--- config.mk ---
export PLATFORM = sky130hd
export DESIGN_NAME = bsc_status_capture
export DESIGN_NICKNAME = d
export VERILOG_FILES = /design/src/rtl/bsc_pkg.sv /design/src/rtl/bsc_freeze_ctl.sv /design/src/rtl/bsc_state_reg.sv /design/src/rtl/bsc_min_track.sv /design/src/rtl/bsc_status_capture.sv
export SDC_FILE = /design/constraint.sdc
export NUM_CORES = 1
export LEC_CHECK = 0
export BUFFER_PORTS_ARGS = -buffer_cell sky130_fd_sc_hd__buf_4
export CAP_MARGIN = 20
export CORE_AREA = 2 2 53 55
export CTS_BUF_LIST = sky130_fd_sc_hd__clkbuf_16
export DETAILED_ROUTE_END_ITERATION = 8
export DIE_AREA = 0 0 55 57
export PLACE_DENSITY_LB_ADDON = 0.2
export SYNTH_ARGS = -nofsm -noshare
export SYNTH_HDL_FRONTEND = slang
export SYNTH_SLANG_ARGS = --single-unit
--- constraint.sdc ---
create_clock -name clk -period 1.8 [get_ports clk]
set_input_delay 0.27 -clock clk [delete_from_list [all_inputs] [get_ports clk]]
set_output_delay 0.27 -clock clk [all_outputs]
set_load 0.03 [all_outputs]
--- src/rtl/bsc_pkg.sv ---
package bsc_pkg;
  // Per-cycle action applied to every status field.
  typedef enum logic [1:0] {
    BSC_TRACK = 2'd0,
    BSC_HOLD  = 2'd1,
    BSC_CLEAR = 2'd2
  } bsc_act_e;
endpackage

--- src/rtl/bsc_freeze_ctl.sv ---
module bsc_freeze_ctl
  import bsc_pkg::*;
(
  input  logic     clk,
  input  logic     rst_n,
  input  logic     freeze_i,
  output logic     frz_q,
  output bsc_act_e act_o
);
  // Previous-cycle copy of freeze, used to find the falling edge.
  always_ff @(posedge clk or negedge rst_n) begin
    if (!rst_n) frz_q <= 1'b0;
    else        frz_q <= freeze_i;
  end

  // A falling edge clears the fields. Freeze high holds them, including
  // the cycle in which freeze first rises.
  always_comb begin
    if (frz_q && !freeze_i) act_o = BSC_CLEAR;
    else if (freeze_i)      act_o = BSC_HOLD;
    else                    act_o = BSC_TRACK;
  end
endmodule

--- src/rtl/bsc_state_reg.sv ---
module bsc_state_reg
  import bsc_pkg::*;
#(
  parameter int unsigned W = 4
) (
  input  logic         clk,
  input  logic         rst_n,
  input  bsc_act_e     act_i,
  input  logic [W-1:0] d_i,
  output logic [W-1:0] q_o
);
  always_ff @(posedge clk or negedge rst_n) begin
    if (!rst_n) q_o <= '0;
    else begin
      unique case (act_i)
        BSC_CLEAR: q_o <= '0;
        BSC_TRACK: q_o <= d_i;
        default:   q_o <= q_o;
      endcase
    end
  end
endmodule

--- src/rtl/bsc_min_track.sv ---
module bsc_min_track
  import bsc_pkg::*;
#(
  parameter int unsigned W = 10
) (
  input  logic         clk,
  input  logic         rst_n,
  input  bsc_act_e     act_i,
  input  logic         vld_i,
  input  logic [W-1:0] val_i,
  output logic [W-1:0] min_o
);
  localparam logic [W-1:0] EMPTY = {W{1'b1}};

  logic take;
  assign take = (act_i == BSC_TRACK) && vld_i && (val_i < min_o);

  always_ff @(posedge clk or negedge rst_n) begin
    if (!rst_n)                  min_o <= EMPTY;
    else if (act_i == BSC_CLEAR) min_o <= EMPTY;
    else if (take)               min_o <= val_i;
  end
endmodule

--- src/rtl/bsc_status_capture.sv ---
module bsc_status_capture
  import bsc_pkg::*;
#(
  parameter int unsigned STATE_W = 4,
  parameter int unsigned LVL_W   = 3,
  parameter int unsigned VOLT_W  = 10
) (
  input  logic               clk,
  input  logic               rst_n,
  input  logic               freeze_i,
  input  logic [STATE_W-1:0] state_i,
  input  logic               eng_valid_i,
  input  logic [LVL_W-1:0]   eng_level_i,
  input  logic               smp_valid_i,
  input  logic [VOLT_W-1:0]  smp_volt_i,
  output logic [STATE_W-1:0] stat_state_o,
  output logic [LVL_W-1:0]   stat_lowlvl_o,
  output logic [VOLT_W-1:0]  stat_minv_o
);
  bsc_act_e act;
  logic     frz_q;

  bsc_freeze_ctl u_ctl (
    .clk      (clk),
    .rst_n    (rst_n),
    .freeze_i (freeze_i),
    .frz_q    (frz_q),
    .act_o    (act)
  );

  bsc_state_reg #(.W(STATE_W)) u_state (
    .clk   (clk),
    .rst_n (rst_n),
    .act_i (act),
    .d_i   (state_i),
    .q_o   (stat_state_o)
  );

  // The deepest level has the smallest code, so it is tracked as a minimum.
  bsc_min_track #(.W(LVL_W)) u_lvl (
    .clk   (clk),
    .rst_n (rst_n),
    .act_i (act),
    .vld_i (eng_valid_i),
    .val_i (eng_level_i),
    .min_o (stat_lowlvl_o)
  );

  bsc_min_track #(.W(VOLT_W)) u_volt (
    .clk   (clk),
    .rst_n (rst_n),
    .act_i (act),
    .vld_i (smp_valid_i),
    .val_i (smp_volt_i),
    .min_o (stat_minv_o)
  );
endmodule

==> summary by stage, run 1 <==
Placed design
The congestion estimate from routability-driven global placement came to 0.823. The half-perimeter wire length of the detailed placement result is 1.81 mm. Buffers placed on the I/O ports in this run total 38.

GRT
The number of antenna violations at the first check in global routing is 0. The maximum number of pins on one net before global-route repair is 21. Global routing finished with a remaining overflow of 0. met2 is the most crowded layer. For met2 alone, demand over resource in global routing was 28.1%. The global-route wire length before repair is 3.94 mm. For met1 alone, demand over resource in global routing was 23.0%. The met3 demand-to-capacity share in global routing is 3.93%.

The via count of the first global-routing pass came to 904. For this run, the total global-route usage over all layers was measured as 17.6%.

Floorplan
In this run the vertical extent of the chip is 57 um. The die width is 55 um. The floorplan step defined a die boundary enclosing 3140 um2. The number of ports placed on the die boundary is 39. The total area inside the core boundary comes to 2620 um2. The placement row count is 19.

The initial core utilization is 40.8%.

Power
After layout, the design draws a total of 1320 uW. The combinational cell fraction of total power is 28.9%. The portion of total power attributed to the clock network is 33.2%.

For this design the ratio of total power to cell area is 848 nW/um2. The internal power of the cells totals 934 uW. The power share of the sequential group is 37.9%. The switching fraction of total power is 29.1%. In this run the static leakage power is 0.000793 uW. The peak supply drop is 0.664 mV. Summed over all nets, the switching power comes to 384 uW.

Status
The checks that failed: negative setup slack. The flow ran to the end, but the final reports show violations.

Yosys
The post-synthesis sequential area ratio is 43.8%. The netlist uses 23 different library cells. The mapped netlist covers 1070 um2. Synthesis handed over a netlist of 105 instances. The average size of a mapped cell is 10.2 um2. When the netlist entered floorplanning its net count stood at 138. The warning count from the yosys run is 0. The number of synthesized register bits is 18.

Final layout
The number of antenna diodes in the final layout is 0. In the final layout, the share of cells above drive strength 1 is 47.7%. In the layout the commonest cells are sky130_fd_sc_hd__buf_4 (42), sky130_fd_sc_hd__nor2_1 (20), sky130_fd_sc_hd__inv_1 (13), sky130_fd_sc_hd__mux2i_1 (13), sky130_fd_sc_hd__dfstp_2 (13). The sequential cells in the finished layout cover a total of 467 um2.

The filler cell count in the final layout is 234. For this run, the post-layout net count is 183. The signed area change from the synthesized netlist to the final layout is 45.8%. In the final layout, the multi-input gates occupy 592 um2. Leaving out fill and tap cells, the most frequent cell in the layout is sky130_fd_sc_hd__buf_4.

Worst setup path
Data on the critical path arrives at its endpoint at 1.99 ns. By startpoint and endpoint, the worst setup path is classified as reg -> reg. The kind of end point of the critical path is a flop. Along the worst path, the maximum fanout reaches 6. The worst setup path is launched from a flop. For the worst setup path, the data required time is 1.97 ns.

STA
The count of final max-slew check failures is 0. The portion of the clock cycle consumed by the worst path in the final layout is 101%. Across all setup checks in the final design, the least slack found is -0.0210 ns. The aggregate negative setup slack is -0.0423 ns.

For the pin with the worst max-slew slack, the measured transition is 0.291 ns. For the finished layout, the period the worst path requires is 1.82 ns. The worst setup skew after layout is 0.00495 ns.

The smallest hold slack is 0.206 ns. The achievable clock frequency is 549 MHz. The count of endpoints failing setup in the final report is 4. The headroom to the max-slew limit is 80.6%. Setup repair after global routing could not meet its margin everywhere.

The final number of hold-violating endpoints is 0.

CTS
The cell sitting at the root of the clock tree is a sky130_fd_sc_hd__clkbuf_16. TritonCTS created 3 clock buffers. The later pin in the worst-skew pair is clocked with a latency of 0.25 ns. The CTS tree is yes. The clock transition at the register clock pins on the worst setup and hold paths after CTS is 0.05 ns. The number of buffers between clock root and the deepest sink is 2. The number of H-tree levels is 1. For this design, the sink count on the clock tree is 18.

Route
In the final routed layout, each cell accounts on average for 13.1 um. The via density per instance is 4.88. The first detailed-routing pass ran for 4 iterations.

The violation count after the first detailed-routing iteration is 12. The routed layout has 878 vias. In the routed design, unresolved DRC markers number 0.

The final layout contains routed wiring with a total length of 2.36 mm. The count of nets left with antenna violations once routing finished came out at 0.

Min path
The tightest min-delay check is of the in -> reg type.

Flow run
Across the run, the number of max-cap violations was 0.
flip-flops by register name, summed over array words and instances (netlist names):
name,cells
u_volt.min_o,10
u_ctl.frz_q,1
u_lvl.min_o,3
u_state.q_o,4
worst paths after layout:
kind / startpoint / end / slack [ns] / depth (start not counted)
min: freeze_i / u_ctl.frz_q / 0.21 / 1
min reg2reg: u_state.q_o[0] / u_state.q_o[0] / 0.52 / 1
max in group asynchronous: rst_n / u_volt.min_o[3] / 1.11 / 2
max reg2reg: u_volt.min_o[7] / u_volt.min_o[0] / -0.02 / 7
max: u_volt.min_o[7] / u_volt.min_o[0] / -0.02 / 7
min in group asynchronous: rst_n / u_state.q_o[1] / 0.43 / 2
critical path, stage by stage (launching register included):
cell,delay (ns)
sky130_fd_sc_hd__dfstp_2,0.54
sky130_fd_sc_hd__inv_2,0.04
sky130_fd_sc_hd__ha_4,0.21
sky130_fd_sc_hd__a211oi_2,0.23
sky130_fd_sc_hd__o2111ai_2,0.13
sky130_fd_sc_hd__nor3_2,0.16
sky130_fd_sc_hd__buf_4,0.20
sky130_fd_sc_hd__mux2i_1,0.21
metal layers:
metal	wire length (um)	part of all wire, %	vias up
met1	1010	43	409
li1	-	-	444
met4	20	0.85	0
met2	1220	52	23
met5	0	0	-
met3	108	4.6	2
through the flow:
stage	utilization (%)	setup WS (ns)	std cells	instance area, um2
2_1_floorplan	-	0.0143	105	1090
3_3_place_gp	54.3	0.0205	174	1420
3_5_place_dp	54.3	-0.0336	174	1420
4_1_cts	59.4	-0.0224	180	1550
5_1_grt	59.4	-0.147	180	1550
6_report	59.4	-0.0210	180	1550
power by group through the flow:
stage	clock, uW	sequential (uW)	combinational (uW)
floorplan	0	580	134
global placement	0	503	347
detailed placement	0	506	357
CTS	444	501	382
global route	473	506	414
finish	437	500	381
layout make-up:
type | instances | share of cell area [%]
clock buffers | 3 | 4.83
repair buffers | 43 | 20.9
flip-flops and latches | 18 | 30.0
inverters | 14 | 3.38
well taps | 31 | 2.50
multi-input cells | 70 | 38.1
clock inverters | 1 | 0.242
kinds of logic after synthesis:
logic type / share of synthesized area (%)
AND/OR/NAND/NOR: 14.7
flip-flops: 43.8
buffers and inverters: 6.69
AO/OA/AOI/OAI: 9.74
multiplexers: 12.2
adder cells (fa/ha/maj): 12.9
Yosys cell counts:
| library cell | instances | area [um2] |
|---|---|---|
| sky130_fd_sc_hd__a21o_1 | 1 | 7.51 |
| sky130_fd_sc_hd__and2b_1 | 1 | 7.51 |
| sky130_fd_sc_hd__mux2i_1 | 13 | 130 |
| sky130_fd_sc_hd__nor3_2 | 1 | 10.0 |
| sky130_fd_sc_hd__a211oi_2 | 1 | 12.5 |
| sky130_fd_sc_hd__o21ai_0 | 1 | 5.00 |
| sky130_fd_sc_hd__nand3_1 | 1 | 5.00 |
| sky130_fd_sc_hd__nand4_1 | 2 | 12.5 |
| sky130_fd_sc_hd__a22o_1 | 4 | 35.0 |
| sky130_fd_sc_hd__dfstp_2 | 13 | 342 |
| sky130_fd_sc_hd__buf_6 | 1 | 11.3 |
| sky130_fd_sc_hd__nand2_1 | 3 | 11.3 |
| sky130_fd_sc_hd__nor3_1 | 1 | 5.00 |
| sky130_fd_sc_hd__dfrtp_1 | 5 | 125 |
| sky130_fd_sc_hd__a21oi_1 | 4 | 20.0 |
| sky130_fd_sc_hd__clkbuf_1 | 2 | 7.51 |
| sky130_fd_sc_hd__inv_1 | 14 | 52.6 |
| sky130_fd_sc_hd__nand2b_1 | 3 | 18.8 |
| sky130_fd_sc_hd__o2111ai_1 | 1 | 8.76 |
| sky130_fd_sc_hd__ha_1 | 11 | 138 |
| sky130_fd_sc_hd__nor2_1 | 20 | 75.1 |
| sky130_fd_sc_hd__nor2_4 | 1 | 11.3 |
| sky130_fd_sc_hd__o2111ai_2 | 1 | 15.0 |
repair_timing:
item                                    in CTS  in global routing
hold buffers                                 1                  0
gates cloned                                 0                  0
endpoints found under the hold margin        5                  0
resized for setup                            6                  0
endpoints found under the setup margin       8                 10
buffers inserted                             1                  0
(Power assumes the default switching activity.)
==> run 2, diff against run 1 <==
Settings changed: CORE_AREA 2 2 53 55 to 2 2 88 48, DIE_AREA 0 0 55 57 to 0 0 90 50.
==> summary by stage, run 2 (synthesis results as in run 1) <==
CTS
The clock insertion delay at the later pin of the skew report was 0.25 ns (about the same). The clock transition at the register clock pins on the worst setup and hold paths after CTS is 0.06 ns (was 0.05 ns). The library cell used as clock root buffer is sky130_fd_sc_hd__clkbuf_16 (unchanged).

The number of buffers between clock root and the deepest sink is 2 (unchanged). The count of clock tree sinks is 18 (unchanged). The CTS buffer count is 3 (unchanged). The CTS tree is yes (unchanged). The number of H-tree levels was 1 (unchanged).

Power
The power density over cell area is 837 nW/um2 (was 848 nW/um2). The peak supply drop is 0.282 mV (was 0.664 mV). The total leakage power was 0.000804 uW (was 0.000793 uW).

Final layout
Registers with the most flip-flops: u_volt.min_o x10, u_state.q_o x4, u_lvl.min_o x3 (unchanged). The number of flip-flops in the largest register is 10 (unchanged). The most common cell after layout, fill and taps aside is sky130_fd_sc_hd__buf_4 (unchanged). The final non-filler cell area is 1650 um2 (was 1550 um2). The area occupied by multi-input gates is 624 um2 (was 592 um2). The sequential cell area is 467 um2 (unchanged). The number of nets in the finished design was 187 (was 183). The register name with the most flops is u_volt.min_o (unchanged). The signed area change from the synthesized netlist to the final layout is 54.3% (was 45.8%). The filler cell count in the final layout is 359 (was 234). The share of layout cells above drive strength 1 is 51.6% (was 47.7%). The number of diodes added for antenna fixing is 0 (unchanged). The number of standard cells in the layout, taps in and fillers out is 207 (was 180).

Top library cells by usage in the layout, fill and taps aside: sky130_fd_sc_hd__buf_4 (46), sky130_fd_sc_hd__nor2_1 (20), sky130_fd_sc_hd__mux2i_1 (13), sky130_fd_sc_hd__dfstp_2 (13), sky130_fd_sc_hd__inv_1 (12) (was sky130_fd_sc_hd__buf_4 (42), sky130_fd_sc_hd__nor2_1 (20), sky130_fd_sc_hd__inv_1 (13), sky130_fd_sc_hd__mux2i_1 (13), sky130_fd_sc_hd__dfstp_2 (13)).

GRT
The maximum number of pins on one net before global-route repair is 21 (unchanged). The via count of the first global-routing pass is 925 (was 904). The number of antenna violations at the first check in global routing was 0 (unchanged). The total routing usage reported by global routing came to 12.9% (was 17.6%). The global route total overflow is 0 (unchanged). The global-route wire length before repair is 4.49 mm (was 3.94 mm).

Floorplan
The die width came to 90 um (was 55 um). The number of ports placed on the die boundary is 39 (unchanged). The core region area is 3720 um2 (was 2620 um2). The initial core utilization is 28.6% (was 40.8%).

The placement row count came to 16 (was 19). The die height was 50 um (was 57 um). The die footprint is 4500 um2 (was 3140 um2).

STA
The final number of hold-violating endpoints came to 0 (unchanged). Unrepaired setup endpoints after global routing: true (unchanged). The count of endpoints failing setup in the final report is 0 (was 4). The slack of the critical path was 0.00460 ns (was -0.0210 ns). The aggregate negative setup slack is 0 ns (was -0.0423 ns). The worst setup skew after layout is 0.00193 ns (was 0.00495 ns). The count of final max-slew check failures is 0 (unchanged).

The achievable clock frequency is 557 MHz (was 549 MHz). The smallest hold slack is 0.201 ns (was 0.206 ns). The headroom to the max-slew limit is 78.8% (was 80.6%). The minimum clock period after layout is 1.80 ns (was 1.82 ns). The portion of the clock cycle consumed by the worst path in the final layout is 99.7% (was 101%). The pin slew with the least headroom to its limit is 0.318 ns (was 0.291 ns).

Worst setup path
The type of element launching the critical path was a flop (unchanged). The critical path data required time is 1.98 ns (was 1.97 ns). The depth of the worst register-to-register path was 7 (unchanged). The beginning of the critical path is u_volt.min_o[7] (unchanged). The endpoint arrival time on the critical path was 1.97 ns (was 1.99 ns). CP Cell Sequence: inv_2 -> ha_4 -> a211oi_2 -> o2111ai_1 -> nor3_2 -> buf_4 -> mux2i_1 (was inv_2 -> ha_4 -> a211oi_2 -> o2111ai_2 -> nor3_2 -> buf_4 -> mux2i_1). The longest individual stage delay on the worst path is 0.55 ns (was 0.54 ns). The top fanout value on the critical path is 5 (was 6). The worst-path cell with the longest stage delay is sky130_fd_sc_hd__dfstp_2 (unchanged).

The end of the worst register-to-register path is u_volt.min_o[0] (unchanged). The origin of the critical flop-to-flop path is u_volt.min_o[7] (unchanged). The kind of end point of the critical path was a flop (unchanged).

The worst setup slack for register-to-register paths is 0.005 ns (was -0.02 ns). The classification of the worst setup path is reg -> reg (unchanged). The critical path endpoint is u_volt.min_o[0] (unchanged).

Route
The detailed-route wire length came to 2.82 mm (was 2.36 mm). The average wire per cell in the routed design was 13.6 um (was 13.1 um). The post-detailed-route DRC marker count was 0 (unchanged).

The via density per instance was 4.43 (was 4.88). The highest routing layer actually used is met4 (unchanged). The detailed-routing iteration count for the pre-antenna-repair pass is 3 (was 4). The wire length on met1 is 1.45 mm (was 1.01 mm).

The violation count after the first detailed-routing iteration is 14 (was 12). The amount of wire on met3 after detailed routing came to 117 um (was 108 um). The sum of met2 wire segment lengths after detailed routing is 1.21 mm (was 1.22 mm). The count of vias placed by the detailed router is 917 (was 878). The count of nets left with antenna violations after detail routing is 0 (unchanged).

Status
Status: finished, final reports clean (was complete, but fails checks).

Min path
The instance count along the most critical hold path is 1 (unchanged). The kind of path behind the tightest hold check was in -> reg (unchanged).

Placed design
The half-perimeter wire length of the detailed placement result is 2.02 mm (was 1.81 mm). The total placed instance area was 1450 um2 (was 1420 um2). The count of placed standard cells including taps is 197 (was 174). The count of input and output buffers was 38 (unchanged).

The routability congestion estimate from global placement was 0.733 (was 0.823). The placement-stage worst setup slack was -0.0200 ns (was -0.0336 ns).

Flow run
The number of maximum-capacitance violations is 0 (unchanged).
## run 2: routing by layer
metal / global-route usage [%] / up-vias
li1: - / 451
met1: 18.2 / 437
met2: 19.4 / 25
met3: 3.98 / 4
met4: 3.08 / 0
met5: 0 / -
## run 2: area by class of cell
| cell class | count | share of cell area [%] |
|---|---|---|
| Sequential cell | 18 | 28.4 |
| Inverter | 14 | 3.19 |
| Clock buffer | 3 | 4.56 |
| Tap cell | 54 | 4.11 |
| Clock inverter | 1 | 0.228 |
| Multi-Input combinational cell | 70 | 37.9 |
| Timing Repair Buffer | 47 | 21.6 |
## run 2: through the flow
stage / util [%] / power [uW]
floorplan: - / 715
detailed placement: 38.9 / 867
CTS: 42.0 / 1350
global route: 44.2 / 1450
global placement: 38.9 / 858
finish: 44.2 / 1380
## run 2: how the worst min path moves through the flow
stage               startpoint           to  slack (ns)
floorplan                rst_n  u_ctl.frz_q       -0.03
CTS                   freeze_i  u_ctl.frz_q        0.20
detailed placement       rst_n  u_ctl.frz_q        0.16
global route          freeze_i  u_ctl.frz_q        0.21
finish                freeze_i  u_ctl.frz_q        0.20
global placement         rst_n  u_ctl.frz_q        0.16
## run 2: where the power goes
group / internal (uW) / switching [uW] / leakage (uW)
logic: 190 / 226 / 0.000565
clock network: 296 / 167 / 0.0000385
registers: 468 / 31.0 / 0.000201
total: 954 / 424 / 0.000804
## run 2: repair_timing
| action | in CTS | in global routing |
|---|---|---|
| buffers inserted | 3 | 2 |
| hold buffers | 1 | 0 |
| hold endpoints to repair | 5 | 0 |
| endpoints found under the setup margin | 10 | 10 |
| gates resized for setup | 2 | 8 |
| pin swaps | 3 | 9 |
## run 2: critical path, delay by kind of cell, from the launching register on
family / cells / cell delay (ns)
AOI/OAI and AO/OA: 2 / 0.34
adders and majority gates: 1 / 0.21
buffers and inverters: 2 / 0.24
DFF: 1 / 0.55
muxes: 1 / 0.20
and+or+nand+nor: 1 / 0.19
==> run 3, diff against run 2 <==
Settings changed: CORE_AREA 2 2 88 48 to 2 2 90 49, DIE_AREA 0 0 90 50 to 0 0 92 51, SYNTH_HIERARCHICAL set to 1.
==> summary by stage, run 3 <==
Status
Status: complete, but fails checks (was finished, final reports clean). The checks that failed: negative setup slack.

Yosys
The warning count from the yosys run is 6 (was 0). The most common flop cell mapped by yosys is sky130_fd_sc_hd__dfstp_2 (unchanged). The number of flops mapped to enable cells by yosys is 0 (unchanged).

The distinct cell type count of the synthesized netlist was 31 (was 23). The average size of a mapped cell came to 10.1 um2 (was 10.2 um2). The number of cells produced by synthesis is 111 (was 105). Cell types occupying the most area after synthesis: sky130_fd_sc_hd__dfstp_2 (30%), sky130_fd_sc_hd__ha_1 (12%), sky130_fd_sc_hd__dfrtp_1 (11%), sky130_fd_sc_hd__or3b_1 (7.8%), sky130_fd_sc_hd__o21ai_0 (5.4%) (was sky130_fd_sc_hd__dfstp_2 (32%), sky130_fd_sc_hd__ha_1 (13%), sky130_fd_sc_hd__mux2i_1 (12%), sky130_fd_sc_hd__dfrtp_1 (12%), sky130_fd_sc_hd__nor2_1 (7.0%)).

The post-synthesis sequential area ratio came to 41.6% (was 43.8%). The dominant cell by count in the synthesized netlist is sky130_fd_sc_hd__dfstp_2 (was sky130_fd_sc_hd__nor2_1). The area share of the largest cell type after synthesis is 30.4% (was 32.0%).

The library cell with the largest summed area after synthesis is sky130_fd_sc_hd__dfstp_2 (unchanged). Cell types with the highest counts after synthesis: sky130_fd_sc_hd__dfstp_2 (13), sky130_fd_sc_hd__o21ai_0 (12), sky130_fd_sc_hd__ha_1 (11), sky130_fd_sc_hd__inv_1 (11), sky130_fd_sc_hd__nand3_1 (11) (was sky130_fd_sc_hd__nor2_1 (20), sky130_fd_sc_hd__inv_1 (14), sky130_fd_sc_hd__dfstp_2 (13), sky130_fd_sc_hd__mux2i_1 (13), sky130_fd_sc_hd__ha_1 (11)). The share of synthesized flip-flops with an asynchronous set or reset is 100% (unchanged). The combined area of all synthesized cells is 1120 um2 (was 1070 um2).

The number of synthesized register bits is 18 (unchanged). The synthesized net count was 144 (was 138).

STA
The final number of hold-violating endpoints came to 0 (unchanged). The minimum clock period after layout is 1.87 ns (was 1.80 ns). The portion of the clock cycle consumed by the worst path in the final layout is 104% (was 99.7%). The worst setup skew after layout is 0.00306 ns (was 0.00193 ns). The pin slew with the least headroom to its limit was 0.335 ns (was 0.318 ns). The headroom to the max-slew limit was 77.5% (was 78.8%).

The slack of the critical path was -0.0737 ns (was 0.00460 ns). The achievable clock frequency is 534 MHz (was 557 MHz). The count of final max-slew check failures is 0 (unchanged). The count of endpoints failing setup in the final report is 10 (was 0). Unrepaired setup endpoints after global routing: true (unchanged).

Worst setup path
CP Cell Sequence: inv_2 -> ha_4 -> a211oi_2 -> o211a_1 -> o21ai_2 -> buf_6 -> or3b_1 -> nand3_1 (was inv_2 -> ha_4 -> a211oi_2 -> o2111ai_1 -> nor3_2 -> buf_4 -> mux2i_1). The longest individual stage delay on the worst path came to 0.54 ns (was 0.55 ns). The cell type group with the largest total delay on the critical path is flip-flops (unchanged). The classification of the worst setup path is reg -> reg (unchanged).

The total buffers and inverters traversed by the critical path is 2 (unchanged). The type of element launching the critical path is a flop (unchanged). The origin of the critical flop-to-flop path is u_volt/min_o[7] (was u_volt.min_o[7]).

The endpoint arrival time on the critical path is 2.06 ns (was 1.97 ns). The kind of end point of the critical path is a flop (unchanged). The end of the worst register-to-register path is u_volt/min_o[6] (was u_volt.min_o[0]). The worst-path cell with the longest stage delay is sky130_fd_sc_hd__dfstp_2 (unchanged). The depth of the worst register-to-register path was 8 (was 7).

The worst setup slack for register-to-register paths is -0.07 ns (was 0.005 ns). The critical path data required time is 1.98 ns (about the same). The top fanout value on the critical path is 12 (was 5).

Final layout
Top library cells by usage in the layout, fill and taps aside: sky130_fd_sc_hd__buf_4 (47), sky130_fd_sc_hd__dfstp_2 (13), sky130_fd_sc_hd__o21ai_0 (11), sky130_fd_sc_hd__nand3_1 (11), sky130_fd_sc_hd__or3b_1 (10) (was sky130_fd_sc_hd__buf_4 (46), sky130_fd_sc_hd__nor2_1 (20), sky130_fd_sc_hd__mux2i_1 (13), sky130_fd_sc_hd__dfstp_2 (13), sky130_fd_sc_hd__inv_1 (12)). The share of layout cells above drive strength 1 is 48.1% (was 51.6%). Registers with the most flip-flops: u_volt/min_o x10, u_state/q_o x4, u_lvl/min_o x3 (was u_volt.min_o x10, u_state.q_o x4, u_lvl.min_o x3). The register name with the most flops was u_volt/min_o (was u_volt.min_o). The number of nets in the finished design is 194 (was 187). The number of diodes added for antenna fixing is 0 (unchanged).

The most common cell after layout, fill and taps aside is sky130_fd_sc_hd__buf_4 (unchanged). The signed area change from the synthesized netlist to the final layout is 48.6% (was 54.3%). The number of standard cells in the layout, taps in and fillers out is 217 (was 207). The number of flip-flops in the largest register is 10 (unchanged).

Min path
The end point of the most critical hold path was u_state/q_o[2] (was u_ctl.frz_q). The instance count along the most critical hold path is 2 (was 1). The critical hold path startpoint is state_i[2] (was freeze_i). The kind of path behind the tightest hold check is in -> reg (unchanged).

GRT
The number of antenna violations at the first check in global routing is 0 (unchanged). The maximum number of pins on one net before global-route repair came to 19 (was 21). The global route total overflow came to 0 (unchanged). The via count of the first global-routing pass is 921 (was 925). The total routing usage reported by global routing is 12.4% (was 12.9%). The global-route wire length before repair is 4.49 mm (about the same).

CTS
The clock insertion delay at the later pin of the skew report is 0.25 ns (about the same). The clock transition at the register clock pins on the worst setup and hold paths after CTS came to 0.05 ns (was 0.06 ns). The library cell used as clock root buffer was sky130_fd_sc_hd__clkbuf_16 (unchanged). The CTS buffer count is 3 (unchanged). The CTS tree is yes (unchanged).

The post-CTS setup-driven buffer insertion count is 0 (was 3). The count of clock tree sinks came to 18 (unchanged). The number of H-tree levels is 1 (unchanged).

The number of buffers between clock root and the deepest sink is 2 (unchanged).

Placed design
The routability congestion estimate from global placement is 0.766 (was 0.733). The count of placed standard cells including taps is 212 (was 197). The half-perimeter wire length of the detailed placement result was 2.17 mm (was 2.02 mm). The count of input and output buffers is 38 (unchanged).

Power
The peak supply drop is 0.438 mV (was 0.282 mV). The switching fraction of total power was 38.5% (was 30.8%). The power share of the sequential group came to 29.7% (was 36.2%). The total leakage power is 0.000796 uW (was 0.000804 uW).

The power dissipated by switching net loads is 915 uW (was 424 uW). The power density over cell area is 1420 nW/um2 (was 837 nW/um2). The combinational cell fraction of total power was 51.3% (was 30.2%). The internal power component is 1460 uW (was 954 uW). The power after layout came to 2380 uW (was 1380 uW). The portion of total power attributed to the clock network is 19.0% (was 33.6%).

Floorplan
The die height is 51 um (was 50 um). The placement row count came to 17 (was 16). The die footprint is 4690 um2 (was 4500 um2). The core region area is 4040 um2 (was 3720 um2). The die width is 92 um (was 90 um). The initial core utilization came to 27.8% (was 28.6%).

The number of ports placed on the die boundary is 39 (unchanged).

Route
The count of vias placed by the detailed router is 984 (was 917). The average wire per cell in the routed design is 13.0 um (was 13.6 um). The violation count after the first detailed-routing iteration came to 49 (was 14). The via density per instance is 4.53 (was 4.43). The detailed-route wire length is 2.81 mm (was 2.82 mm). The post-detailed-route DRC marker count is 0 (unchanged). The count of nets left with antenna violations after detail routing was 0 (unchanged).

The detailed-routing iteration count for the pre-antenna-repair pass is 4 (was 3).

Flow run
The number of maximum-capacitance violations came to 0 (unchanged).
run 3: logic make-up after synthesis:
group	after synthesis	synth area share [%]
DFF	18	41.6
and+or+nand+nor	35	21.4
buffers and inverters	17	6.47
adders and majority gates	11	12.3
AOI/OAI and AO/OA	30	18.3
run 3: routing by layer:
layer  track usage (%)  routed length [um]  up-vias  part of all wire [%]
li1                  -                   -      509                     -
met1              18.4                1550      446                    55
met2              17.5                1120       27                    40
met3              3.83                 123        2                   4.4
met4              2.24                  18        0                  0.64
met5                 0                   0        -                     0
run 3: what timing repair did:
| item | CTS | global route |
|---|---|---|
| hold endpoints to repair | 5 | 0 |
| gates resized for setup | 2 | 0 |
| endpoints found under the setup margin | 10 | 10 |
| hold buffers | 1 | 0 |
| pin swaps | 0 | 1 |
run 3: area by class of cell:
| cell class | count | area (um2) |
|---|---|---|
| fillers | 403 | 2370 |
| multi-input cells | 76 | 621 |
| flip-flops and latches | 18 | 467 |
| repair buffers | 50 | 385 |
| clock buffers | 3 | 75.1 |
| well taps | 57 | 71.3 |
| inverters | 12 | 45.0 |
| clock inverters | 1 | 3.75 |
run 3: power by group through the flow:
| stage | Clock [uW] | Sequential [uW] | Combinational (uW) |
|---|---|---|---|
| floorplan | 0 | 990 | 463 |
| global placement | 0 | 706 | 1200 |
| detailed placement | 0 | 711 | 1210 |
| CTS | 469 | 709 | 1220 |
| global route | 487 | 722 | 1320 |
| finish | 452 | 705 | 1220 |
run 3: worst max-delay path by stage:
stage | from | endpoint | slack [ns] | depth (start not counted)
final | u_volt/min_o[7] | u_volt/min_o[6] | -0.07 | 8
after detailed placement | u_volt/min_o[7] | u_volt/min_o[6] | -0.07 | 8
after global routing | u_volt/min_o[7] | u_volt/min_o[2] | -0.14 | 8
after global placement | u_volt/min_o[5] | u_volt/min_o[9] | -0.05 | 7
after CTS | u_volt/min_o[7] | u_volt/min_o[6] | -0.07 | 8
after floorplan | u_volt/min_o[7] | u_volt/min_o[0] | -0.06 | 8
run 3: metrics by stage:
| step | utilization [%] | setup slack [ns] | TNS, ns | instance area, um2 | hold WS [ns] |
|---|---|---|---|---|---|
| final | 41.3 | -0.0737 | -0.611 | 1670 | 0.232 |
| after global routing | 41.3 | -0.135 | -1.24 | 1670 | 0.240 |
| after CTS | 41.3 | -0.0703 | -0.566 | 1670 | 0.228 |
| after detailed placement | 38.9 | -0.0701 | -0.579 | 1570 | 0.163 |
| after global placement | 38.9 | -0.0486 | -0.267 | 1570 | 0.162 |
| after floorplan | - | -0.0597 | -0.585 | 1160 | -0.0256 |
run 3: worst register-to-register path, cell delays in order (launching register included):
cell                       delay [ns]
sky130_fd_sc_hd__dfstp_2         0.54
sky130_fd_sc_hd__inv_2           0.04
sky130_fd_sc_hd__ha_4            0.22
sky130_fd_sc_hd__a211oi_2        0.17
sky130_fd_sc_hd__o211a_1         0.18
sky130_fd_sc_hd__o21ai_2         0.08
sky130_fd_sc_hd__buf_6           0.14
sky130_fd_sc_hd__or3b_1          0.35
sky130_fd_sc_hd__nand3_1         0.09
